## config.mk

```make
export PLATFORM = sky130hd
export DESIGN_NAME = trk_adc
export DESIGN_NICKNAME = d
export VERILOG_FILES = /design/src/rtl/trk_pkg.sv /design/src/rtl/trk_sync.sv /design/src/rtl/trk_counter.sv /design/src/rtl/trk_settle.sv /design/src/rtl/trk_adc.sv
export SDC_FILE = /design/constraint.sdc
export NUM_CORES = 1
export LEC_CHECK = 0
export CAP_MARGIN = 20
export CORE_MARGIN = 2
export CORE_UTILIZATION = 56
export CTS_BUF_LIST = sky130_fd_sc_hd__clkbuf_8 sky130_fd_sc_hd__clkbuf_16
export DETAILED_ROUTE_END_ITERATION = 10
export PLACE_DENSITY = 0.83
export SLEW_MARGIN = 40
export SYNTH_ARGS = -nofsm -noshare
export SYNTH_HDL_FRONTEND = slang
export SYNTH_SLANG_ARGS = --single-unit
```

## constraint.sdc

```tcl
create_clock -name clk -period 4.8 [get_ports clk]
set_input_delay 0.96 -clock clk [delete_from_list [all_inputs] [get_ports clk]]
set_output_delay 0.96 -clock clk [all_outputs]
set_load 0.01 [all_outputs]
```

## src/rtl/trk_pkg.sv

```systemverilog
package trk_pkg;

   typedef enum logic {
      DIR_DN = 1'b0,
      DIR_UP = 1'b1
   } dir_e;

   // number of completed steps after which the next step forces an exit
   function automatic int unsigned step_limit(input int unsigned w);
      return (32'd1 << w) + 32'd2;
   endfunction

endpackage

```

## src/rtl/trk_sync.sv

```systemverilog
module trk_sync #(
   parameter int STAGES = 2
) (
   input  logic clk,
   input  logic rst_n,
   input  logic d,
   output logic q
);
   generate
      if (STAGES < 2) begin : g_bad_stages
         $error("trk_sync: STAGES must be at least 2");
      end

      if (STAGES == 2) begin : g_two
         logic s0, s1;
         always_ff @(posedge clk or negedge rst_n) begin
            if (!rst_n) begin
               s0 <= 1'b0;
               s1 <= 1'b0;
            end else begin
               s0 <= d;
               s1 <= s0;
            end
         end
         assign q = s1;
      end else begin : g_chain
         logic [STAGES-1:0] sh;
         always_ff @(posedge clk or negedge rst_n) begin
            if (!rst_n) sh <= '0;
            else        sh <= {sh[STAGES-2:0], d};
         end
         assign q = sh[STAGES-1];
      end
   endgenerate
endmodule

```

## src/rtl/trk_counter.sv

```systemverilog
module trk_counter #(
   parameter int W = 8
) (
   input  logic         clk,
   input  logic         rst_n,
   input  logic         move,
   input  trk_pkg::dir_e dir,
   output logic [W-1:0] code
);
   import trk_pkg::*;

   localparam logic [W-1:0] CODE_MAX = {W{1'b1}};
   localparam logic [W-1:0] CODE_MIN = '0;

   logic at_top, at_bot;
   logic [W-1:0] code_nxt;

   assign at_top = (code == CODE_MAX);
   assign at_bot = (code == CODE_MIN);

   always_comb begin
      code_nxt = code;
      if (move) begin
         if (dir == DIR_UP) begin
            if (!at_top) code_nxt = code + 1'b1;
         end else begin
            if (!at_bot) code_nxt = code - 1'b1;
         end
      end
   end

   always_ff @(posedge clk or negedge rst_n) begin
      if (!rst_n) code <= '0;
      else        code <= code_nxt;
   end
endmodule

```

## src/rtl/trk_settle.sv

```systemverilog
module trk_settle #(
   parameter int W = 8
) (
   input  logic          clk,
   input  logic          rst_n,
   input  logic          clear,
   input  logic          step,
   input  trk_pkg::dir_e dir,
   output logic          finish
);
   import trk_pkg::*;

   localparam int unsigned LIMIT = step_limit(W);
   localparam int CW = $clog2(LIMIT + 1);
   localparam logic [CW-1:0] LIMIT_C = CW'(LIMIT);

   dir_e          d1, d2;
   logic [1:0]    depth;
   logic [CW-1:0] taken;
   logic          reversal, at_limit;

   assign reversal = (depth == 2'd2) && (dir != d1) && (d1 != d2);
   assign at_limit = (taken == LIMIT_C);
   assign finish   = step && (reversal || at_limit);

   always_ff @(posedge clk or negedge rst_n) begin
      if (!rst_n) begin
         d1    <= DIR_DN;
         d2    <= DIR_DN;
         depth <= 2'd0;
         taken <= '0;
      end else if (clear) begin
         depth <= 2'd0;
         taken <= '0;
      end else if (step && !finish) begin
         d2    <= d1;
         d1    <= dir;
         if (depth != 2'd2) depth <= depth + 2'd1;
         taken <= taken + 1'b1;
      end
   end
endmodule

```

## src/rtl/trk_adc.sv

```systemverilog
module trk_adc #(
   parameter int W           = 8,
   parameter int SYNC_STAGES = 2
) (
   input  logic         clk,
   input  logic         rst_n,
   input  logic         start,
   input  logic         step_en,
   input  logic         cmp_in,
   output logic [W-1:0] dac_code,
   output logic [W-1:0] result,
   output logic         valid
);
   import trk_pkg::*;

   generate
      if (W < 2 || W > 24) begin : g_bad_width
         $error("trk_adc: W must lie in 2..24");
      end
   endgenerate

   logic cmp_s;
   logic busy;
   logic step_go;
   logic finish;
   logic move;
   dir_e dir;

   trk_sync #(.STAGES(SYNC_STAGES)) u_sync (
      .clk  (clk),
      .rst_n(rst_n),
      .d    (cmp_in),
      .q    (cmp_s)
   );

   assign dir     = cmp_s ? DIR_UP : DIR_DN;
   assign step_go = busy && step_en && !start;
   assign move    = step_go && !finish;

   trk_settle #(.W(W)) u_settle (
      .clk   (clk),
      .rst_n (rst_n),
      .clear (start),
      .step  (step_go),
      .dir   (dir),
      .finish(finish)
   );

   trk_counter #(.W(W)) u_cnt (
      .clk  (clk),
      .rst_n(rst_n),
      .move (move),
      .dir  (dir),
      .code (dac_code)
   );

   always_ff @(posedge clk or negedge rst_n) begin
      if (!rst_n) begin
         busy   <= 1'b0;
         valid  <= 1'b0;
         result <= '0;
      end else begin
         valid <= 1'b0;
         if (start) begin
            busy <= 1'b1;
         end else if (finish) begin
            busy   <= 1'b0;
            valid  <= 1'b1;
            result <= dac_code;
         end
      end
   end
endmodule

```

=== Word level (Yosys, flattened, before mapping) ===
Index checks and enable logic that the tools add are counted.

* $add $sub $neg: 4
* Eq/ne operators: 8
* Multiplexer cells: 13
* Bitwise operators: 1
* Reductions and logical operators: 17

{| class="wikitable"
|+ Operator list
! kind !! number
|-
| 8-bit two-way mux || 3
|-
| 9-bit two-way mux || 2
|-
| 9-bit by 1-bit adder with 9-bit output (second input constant) || 1
|-
| 9-bit equality test (second input constant) || 1
|-
| 8-bit by 1-bit adder with 8-bit output (second input constant) || 1
|-
| 8-bit equality test (second input constant) || 1
|-
| 8-bit zero test || 1
|-
| 8-bit by 1-bit subtractor with 8-bit output (second input constant) || 1
|-
| 1-bit logical AND || 6
|-
| 2-bit two-way mux || 3
|-
| 2-bit inequality test (second input constant) || 3
|-
| 2-bit AND reduction || 3
|-
| 2-bit nonzero test || 3
|-
| 1-bit two-way mux || 5
|-
| 3-bit AND reduction || 1
|-
| 2-bit by 1-bit adder with 2-bit output (second input constant) || 1
|-
| 2-bit equality test (second input constant) || 1
|-
| 1-bit zero test || 2
|-
| 1-bit inequality test || 2
|-
| 1-bit logical OR || 1
|-
| 1-bit NOT || 1
|}

* Bits in registers: 33
* Input port bits: 5
* Output and inout bits: 17
* Logic and storage cells: 53

=== Longest topological paths before layout ===
* Word-level depth: 10
* Mapped depth: 7

=== Modules after synthesis ===
Synthesis repeated with hierarchy kept, for this count alone.

* Cells, all modules: 158
* Area, all modules: 1826.8 um^2

{| class="wikitable"
|+ Modules (own cells, without submodules)
! module !! times used !! cells each !! area each (um^2) !! seq. area each (um^2)
|-
| trk_settle || 1 || 73 || 732.0 || 325.3
|-
| trk_counter || 1 || 59 || 621.8 || 200.2
|-
| trk_adc || 1 || 24 || 422.9 || 250.2
|-
| trk_sync || 1 || 2 || 50.0 || 50.0
|}

=== Worst setup path before layout ===
OpenSTA, ideal clock, no wires.

* Kind: input to register
* Start: input step_en
* End: register u_settle.taken[7]
* Setup time: 125 ps
* Data arrival time: 2111 ps
* Data required time: 4675 ps
* Slack: 2564 ps
* Stages: 6
* Buffers on the path: 1
* Path through: and2_1 > nor2b_1 > nand3_2 > buf_4 > nor3_1 > mux2_2

* Cells in the longest elaborated chain, start to end: 6

{| class="wikitable"
|+ Ends and longest elaborated chain
! what !! line !! source
|-
| from (decl) || trk_adc.sv:8 || <nowiki>input logic step_en,</nowiki>
|-
| 1-bit logical AND * (2 in a row) || trk_adc.sv:37 || <nowiki>assign step_go = busy && step_en && !start;</nowiki>
|-
| 1-bit logical AND || trk_settle.sv:24 || <nowiki>assign finish = step && (reversal || at_limit);</nowiki>
|-
| 1-bit zero test || trk_settle.sv:35 || <nowiki>end else if (step && !finish) begin</nowiki>
|-
| 1-bit logical AND * || trk_settle.sv:35 ||
|-
| 2-bit nonzero test (no source line) * || -- ||
|-
| to (signal assigned) || trk_settle.sv:39 || <nowiki>taken <= taken + 1'b1;</nowiki>
|-
| to (decl) || trk_settle.sv:19 || <nowiki>logic [CW-1:0] taken;</nowiki>
|}

Mark *: on every way between the ends. The rest lies on a longest branch, timed or not.
A chain may end at the register's enable or synchronous reset.

=== Worst setup path in the final report ===
* Start: input start
* End: register u_cnt.code[1]

* Cells in the longest elaborated chain, start to end: 6

{| class="wikitable"
|+ Ends and longest elaborated chain
! what !! line !! source
|-
| from (decl) || trk_adc.sv:7 || <nowiki>input logic start,</nowiki>
|-
| 1-bit zero test * || trk_adc.sv:37 ||
|-
| 1-bit logical AND * || trk_adc.sv:37 ||
|-
| 1-bit logical AND || trk_settle.sv:24 ||
|-
| 1-bit zero test || trk_adc.sv:38 || <nowiki>assign move = step_go && !finish;</nowiki>
|-
| 1-bit logical AND * || trk_adc.sv:38 ||
|-
| 3-bit AND reduction (no source line) * || -- ||
|-
| to (signal assigned) || trk_counter.sv:34 || <nowiki>else code <= code_nxt;</nowiki>
|-
| to (decl) || trk_counter.sv:8 || <nowiki>output logic [W-1:0] code</nowiki>
|}

Marked as above.

==> reports/results.ini <==
[critical_path]
critical-path-max-stage-delay_ns = 0.65
cp_max_fo = 14
crit_required_ns = 4.97
crit_path_start = start
worstSetupStartpointType = input pin
reg2reg_from = u_sync.q
critical_path_class = in2reg
cp_slowest_cell = clkdlybuf4s50_1
cp.arrival_ns = 2.99
critPathCaptureType = register
path_cells = clkdlybuf4s50_1 -> nor2b_1 -> nand3_2 -> or2_1 -> mux2_4

[clock_network]
clock_latency_ns = 0.28
clock-sinks = 33
clock_path_buffers = 2
cts.repair_timing.setup_buffer_count = 0
root_buffer = clkbuf_8
path_clk_slew_ns = 0.07
cts_buffers = 5
htreeDepth = 2
tritoncts = built
postCtsResizedCells = 0
postCtsHoldBufs = 0

[die]
coreArea_um2 = 3030
die_w_um = 60.3
rows = 20
die_h_um = 60.3
io_pins = 22
die-area_um2 = 3630
start_util_pct = 58.6

[sta]
worst_pin_slew_ns = 0.480
min_period_over_period_pct = 58.8
finalHoldViolCount = 0
rsz0062_at_grt = no
skew_ns = 0.00624
postLayoutSetupSlackWorst_ns = 1.98
finalMaxSlewViolations = 0
holdWs_ns = 0.347
slew_headroom_pct = 67.9
fmax_mhz = 354
min_period_ns = 2.82
tns_ns = 0
finalSetupViolCount = 0

[logic_synthesis]
syn_avg_cell_area_um2 = 11.0
syn-num-nets = 176
synth_area_um2 = 1770
ys_seq_area_share_pct = 46.5
async_flop_share_pct = 100
syn_inst = 161
ys.flop_type = dfrtp_1
yosysWarnings = 0
synth_edf_count = 0
synth_cell_type_count = 42
synth_seq_cells = 33

[placed_design]
post-dp-hpwl_um = 2490
dpl_worst_slack_ns = 1.70
place.port_buffers = 21
placed_cell_area_um2 = 2020
place_congestion = 0.924

[drt]
drt-total-wl_um = 3500
vias = 1307
drc_errors = 0
vias_per_cell = 5.63
wl_per_cell_um = 15.1
drtIter0Drc = 60
antenna_left = 0
drt_pass1_iterations = 4

[finish]
fin_area_um2 = 2140
nFillCells = 205
regArea_um2 = 826
diodes = 0
multiInputGateArea_um2 = 900
final_common_cell = dfrtp_1
drive_above_1_share_pct = 16.0
nets = 202
layout_common_cells = 33 x dfrtp_1, 21 x clkdlybuf4s50_1, 12 x nand2_1
syn_to_final_growth_pct = 20.7

[min_path]
hp-class = reg2reg
worstHoldStart = u_sync.g_two.s0

[global_route]
grt_first_pass_wirelength_um = 5710
grt_max_degree = 34
grtUsageTotal_pct = 21.9
grt_pass1_vias = 1233
grt.overflow.total = 0
grt_antenna_before_repair = 0

[power_and_ir_drop]
cellPowerDensity_nw_per_um2 = 505
p_leak_uw = 0.000929
ir_worst_vdd_mv = 0.339

[status]
status = completed

[job]
drv_cap = 0

==> synthesized netlist by cell type (2+ instances only) <==
cell	number	area [µm²]
xor2_1	4	35.0
inv_1	5	18.8
nor3_1	3	15.0
dfrtp_1	33	826
or2_2	2	12.5
buf_4	2	15.0
nor2_1	11	41.3
o21ai_0	5	25.0
o211ai_1	3	22.5
ha_1	9	113
nand3_1	5	25.0
mux2_4	5	75.1
mux2_2	10	113
xnor2_1	8	70.1
o31ai_1	2	15.0
nand3b_1	2	15.0
nor2b_1	3	18.8
nand2_1	12	45.0
a21oi_1	10	50.1
nor4_1	2	12.5
nand4_1	4	25.0
==> registers in the layout, summed over array words and instances (netlist names), 2 cells and up <==
register and cells:
result 8, u_settle.depth 2, u_settle.taken 9, u_cnt.code 8
==> through the flow <==
| step | power [µW] | instances | util (%) |
|---|---|---|---|
| after floorplan | 662 | 161 | - |
| after global placement | 798 | 224 | 66.9 |
| after detailed placement | 822 | 224 | 66.9 |
| after CTS | 1090 | 232 | 70.7 |
| after global routing | 1150 | 232 | 70.7 |
| final | 1080 | 232 | 70.7 |
==> where the power goes <==
part	switching, µW	internal, µW
registers	83.1	326
logic	180	229
clock network	94.9	167
total	357	723
==> path summary, 6_finish.rpt <==
check                                    endpoint  cells after the start  slack (ns)
min in group asynchronous       u_settle.depth[1]                      2        1.07
worst min-delay path                     u_sync.q                      0        0.35
worst min register to register           u_sync.q                      0        0.35
worst max-delay path                u_cnt.code[1]                      5        1.98
max in group asynchronous               result[0]                      2        3.43
worst max register to register      u_cnt.code[7]                      7        2.45
==> layer usage <==
layer / global-route usage [%] / vias to the layer above / routed length (µm)
li1: - / 631 / -
met1: 27.9 / 640 / 1540
met2: 35.7 / 30 / 1780
met3: 5.63 / 6 / 117
met4: 8.57 / 0 / 59
met5: 0 / - / 0
==> layout make-up <==
type	instances	share of cell area, %
clock inverters	2	1.58
inverters	5	0.877
repair buffers	23	10.5
multi-input cells	119	42.0
well taps	44	2.57
flip-flops and latches	33	38.6
clock buffers	6	3.86
==> worst max-delay path, delay by kind of cell <==
family / cells / cell delay [ns]
simple gates: 3 / 1.02
buf+inv: 1 / 0.65
mux: 1 / 0.35
==> logic make-up after synthesis <==
family / after synthesis / synth area share [%]
AND/OR/NAND/NOR: 53 / 15.5
flip-flops: 33 / 46.5
AO/OA/AOI/OAI: 28 / 10.6
multiplexers: 16 / 11.1
XOR/XNOR: 12 / 5.92
adder cells (fa/ha/maj): 10 / 7.48
buffers and inverters: 9 / 2.75
Power figures use the tool's default switching activity.
